==> src/rtl/wreq_handshake.sv <==
module wreq_handshake (
  input  logic       clk,
  input  logic       rst_n,
  input  logic       mode_we,
  input  logic [2:0] mode_wdata,
  input  logic       txreq_we,
  input  logic       txreq_wdata,
  input  logic       tx_full,
  input  logic       tx_empty,
  input  logic       rx_avail,
  input  logic       cpu_rd,
  input  logic       cpu_wr,
  output logic       pin_a_low,
  output logic       pin_a_hiz,
  output logic       pin_b_low,
  output logic       pin_b_hiz
);

  logic [2:0] mode_q;
  logic       txreq_q;

  logic [2:0] mode_eff;
  logic       txreq_eff;
  logic       en, fn_req, dir_rx;
  logic       a_act, a_float, b_act;

  assign mode_eff  = mode_we  ? mode_wdata  : mode_q;
  assign txreq_eff = txreq_we ? txreq_wdata : txreq_q;

  assign en     = mode_eff[2];
  assign fn_req = mode_eff[1];
  assign dir_rx = mode_eff[0];

  always_comb begin
    if (!en)
      a_act = 1'b0;
    else if (fn_req)
      a_act = dir_rx ? rx_avail : !tx_full;
    else
      a_act = dir_rx ? (cpu_rd && !rx_avail) : (cpu_wr && tx_full);
  end

  assign a_float = !(en && (fn_req || a_act));
  assign b_act   = txreq_eff && tx_empty && !cpu_wr;

  always_ff @(posedge clk or negedge rst_n) begin
    if (!rst_n) begin
      mode_q    <= 3'b000;
      txreq_q   <= 1'b0;
      pin_a_low <= 1'b0;
      pin_a_hiz <= 1'b1;
      pin_b_low <= 1'b0;
      pin_b_hiz <= 1'b1;
    end else begin
      mode_q    <= mode_eff;
      txreq_q   <= txreq_eff;
      pin_a_low <= a_act;
      pin_a_hiz <= a_float;
      pin_b_low <= b_act;
      pin_b_hiz <= !txreq_eff;
    end
  end

endmodule


==> config.mk <==
export PLATFORM = sky130hd
export DESIGN_NAME = wreq_handshake
export DESIGN_NICKNAME = d
export VERILOG_FILES = /design/src/rtl/wreq_handshake.sv
export SDC_FILE = /design/constraint.sdc
export NUM_CORES = 1
export LEC_CHECK = 0
export BUFFER_PORTS_ARGS = -buffer_cell sky130_fd_sc_hd__buf_2
export CORE_AREA = 2 2 39 41
export CTS_CLUSTER_SIZE = 40
export DETAILED_ROUTE_END_ITERATION = 12
export DIE_AREA = 0 0 41 43
export GPL_TIMING_DRIVEN = 0
export PLACE_DENSITY_LB_ADDON = 0.25
export SLEW_MARGIN = 20
export SYNTH_ARGS = -nofsm -noshare
export SYNTH_HDL_FRONTEND = slang
export SYNTH_SLANG_ARGS = --single-unit
==> constraint.sdc <==
create_clock -name clk -period 1.7 [get_ports clk]
set_input_delay 0.085 -clock clk [delete_from_list [all_inputs] [get_ports clk]]
set_output_delay 0.085 -clock clk [all_outputs]
set_load 0.05 [all_outputs]
==> impl.org <==
** STA
- Fin worst setup slack :: 0.4822 ns
- Based on the critical path, the design can be clocked at up to 821.1 MHz.
- For the pin with the worst max-slew slack, the measured transition is 0.2589 ns.
- In the final timing run, aggregate negative setup slack is 0 ns.
- Setup repair after global routing left no endpoint under its margin.
- Clock Skew :: between 0.005 and 0.006 ns
- Crit share post-route :: 71.64%
- Headroom to the max-slew limit came out at around 80%.
- Hold is met by 0.03322 ns.
- Final count of negative-setup-slack endpoints :: 0
- The final count of hold timing violations came to 0.
- The clock period could shrink to about 1.2 ns.
- The final number of max-transition violations was 0.

** Setup path
- Of all nets on the critical path, the largest fanout is 4.
- Cell chain of the critical path :: mux2_4 > and3b_4 > o31ai_4 > a21oi_2
- The worst setup path is captured at a flip-flop.
- Highest-delay cell along the critical path :: sky130_fd_sc_hd__dfrtp_1
- Cells on worst reg2reg path :: 4
- For this run, the slowest stage of the critical path takes approximately 0.37 ns.
- Data arrival time of the critical path :: 1.35 ns
- Data required, critical path :: 1.83 ns
- Critical path startpoint category :: flip-flop
- Category of the critical setup timing path :: reg -> reg

** Logic synthesis
- Cell count after synthesis :: 25
- Synth Area per Inst :: about 13 um^2
- Synthesis inferred 8 register bits.
- The share of the Yosys chip area taken by registers is 61.13%.
- After synthesis the cells add up to 331.6 um^2.
- Warning count from the yosys run :: 0
- Count of unique library cells instantiated by Yosys :: 15
- Net count after synthesis :: 38

** Placed design
- Detailed Place HPWL :: ~490 um
- Placer's final routability congestion estimate :: 0.7483
- Input and output buffers added on the ports amount to 16.
- Post-Place Worst Slack :: 0.4889 ns
- In this run, placement finished with an instance count of 57.

** Die
- In this run the standard cell core region covers approximately 0.0014 mm^2.
- The initial utilization of the core area, before any placement, comes to approximately a quarter.
- Row count :: 14
- The die covers 0.001763 mm^2.
- In this run the count of I/O pins placed on the die edge is 17.
- Width of the die :: 41 um
- Die extent in y :: 43 um

** Detailed routing
- Detailed-route via count :: 253
- For this block, the routed nets add up to 599 um of wire.
- For this run, design rule violations remaining after detail routing come to 0.
- After detailed routing, the average wire length per cell comes to 9.508 um.
- Starting DRT DRC Count :: 0
- Detailed-router iteration count before antenna repair :: 1
- In this run the remaining antenna-violating nets after routing total 0.
- Routed vias/inst :: 4.016

** Job
- Max-cap viol count :: 0

** Global route
- Total global routing overflow :: 0
- In the global route stage, overall resource usage came out at 8.621%.
- Maximum number of pins on one net before global-route repair :: 9
- Via count of the first global-routing pass :: 221
- Antenna violations before repair :: 0
- Global-route wire length before repair :: 917 um

** CTS
- Post-CTS repair timing setup buffer count :: 0
- TritonCTS clock tree :: yes
- Clock-pin slew reported for the worst setup and hold paths after clock tree synthesis :: 0.05 ns
- Deepest level of the CTS H-tree :: 1
- The tree built by TritonCTS fans out to 8 sinks.
- At the later pin of the worst-skew pair, clock insertion delay measures ~0.25 ns.
- Buffers inserted during clock tree synthesis total 3.
- The root buffer cell chosen for the clock tree is sky130_fd_sc_hd__clkbuf_4.
- Clock Path Buffers :: 2

** Min path
- Count of cells along the worst hold path :: 2
- The worst hold path belongs to the class in -> reg.

** Final layout
- In the final layout, the share of cells above drive strength 1 is 55.32%.
- Filler Cells Inserted :: roughly 150
- Compared with the post-synthesis result, the final layout area differs by 44.15%.
- 0 antenna diodes ended up in the layout.
- Final core utilization :: 34.54%
- The multi-input combinational cells in the finished layout cover a total of 121.4 um^2.
- Area occupied by registers :: 202.7 um^2
- Non-filler cells, final :: 63
- The net count of the finished layout is 61.

** Status
- Outcome :: completed

** Power and ir drop
- Total power divided by cell area :: ~980 mW/mm^2
- VDD sags by at most 0.0003835 V.
- Summed over all cells, the static leakage comes to between 0.2 and 0.25 nW.
what timing repair did:
item,CTS,global route
hold endpoints to repair,8,1
hold buffers,1,1
endpoints found under the setup margin,0,0
resized for setup,0,0
cells in the final DEF (no fill, tap or decap):
cell,netlist,layout
sky130_fd_sc_hd__mux2_2,1,1
sky130_fd_sc_hd__a21oi_2,1,1
sky130_fd_sc_hd__dfstp_2,2,2
sky130_fd_sc_hd__inv_1,2,2
sky130_fd_sc_hd__o22ai_1,1,1
sky130_fd_sc_hd__o21ai_1,1,1
sky130_fd_sc_hd__buf_2,0,16
sky130_fd_sc_hd__mux2i_1,1,1
sky130_fd_sc_hd__o31ai_4,1,1
sky130_fd_sc_hd__nor2_1,2,2
sky130_fd_sc_hd__and3b_4,1,1
sky130_fd_sc_hd__nand2_1,3,3
sky130_fd_sc_hd__o21ai_0,1,1
sky130_fd_sc_hd__mux2_4,1,1
sky130_fd_sc_hd__dfrtp_1,6,6
sky130_fd_sc_hd__clkbuf_4,0,3
sky130_fd_sc_hd__nor3b_1,1,1
sky130_fd_sc_hd__clkbuf_1,0,1
sky130_fd_sc_hd__dlygate4sd3_1,0,2
routing by layer:
| layer | vias to the layer above | GRT usage [%] | part of all wire (%) |
|---|---|---|---|
| li1 | 130 | - | - |
| met1 | 111 | 8.970 | 41 |
| met2 | 12 | 11.56 | 49 |
| met3 | 0 | 7.853 | 10 |
| met4 | 0 | 4.000 | 0 |
| met5 | - | 0 | 0 |
through the flow:
step	total power, mW	instance area [um^2]
final	0.4702	478.0
after global routing	0.5038	478.0
after CTS	0.4817	467.9
after detailed placement	0.3217	431.7
after global placement	0.3202	431.7
after floorplan	0.2883	331.6
power by group:
group	internal [mW]	switching, mW	total (mW)
Clock	0.0895	0.0605	0.150
Combinational	0.0382	0.0649	0.103
Sequential	0.212	0.00475	0.217
kinds of logic (layout without fill, tap and decap cells):
family | Yosys count | count (layout) | synth area share, %
AO/OA/AOI/OAI | 5 | 5 | 13.96
multiplexers | 3 | 3 | 10.94
flip-flops | 8 | 8 | 61.13
buffers and inverters | 2 | 24 | 2.265
AND/OR/NAND/NOR | 7 | 7 | 11.70
cell type report:
type	count	share of cell area, %
Clock buffer	4	5.497
Inverter	2	1.571
Multi-Input combinational cell	15	25.39
Sequential cell	8	42.41
Tap cell	16	4.188
Timing Repair Buffer	18	20.94
registers in the layout (all words and copies together) (netlist names):
signal	cells
pin_b_low	1
mode_q	3
pin_a_hiz	1
pin_a_low	1
pin_b_hiz	1
txreq_q	1
Yosys cell counts, drive strengths merged:
cell type,number,area (um^2)
o21ai,2,10.00
nor2,2,7.510
dfrtp,6,150.1
inv,2,7.510
mux2i,1,10.01
nor3b,1,7.510
nand2,3,11.26
o31ai,1,21.27
dfstp,2,52.55
mux2,2,26.27
a21oi,1,8.760
and3b,1,12.51
o22ai,1,6.260
path summary, 6_finish.rpt:
path | from | to | slack [ns]
worst max-delay path | mode_q[0] | pin_a_low | 0.48
min in group asynchronous | rst_n | mode_q[0] | 0.20
worst min register to register | txreq_q | pin_b_hiz | 0.45
worst max register to register | mode_q[0] | pin_a_low | 0.48
max in group asynchronous | rst_n | pin_b_hiz | 1.26
worst min-delay path | txreq_wdata | pin_b_hiz | 0.03
worst max-delay path, delay by kind of cell (launching register included):
family | cells | cell delay, ns
compound gates | 2 | 0.23
flops | 1 | 0.37
mux | 1 | 0.29
simple gates | 1 | 0.20
(Power assumes the default switching activity.)
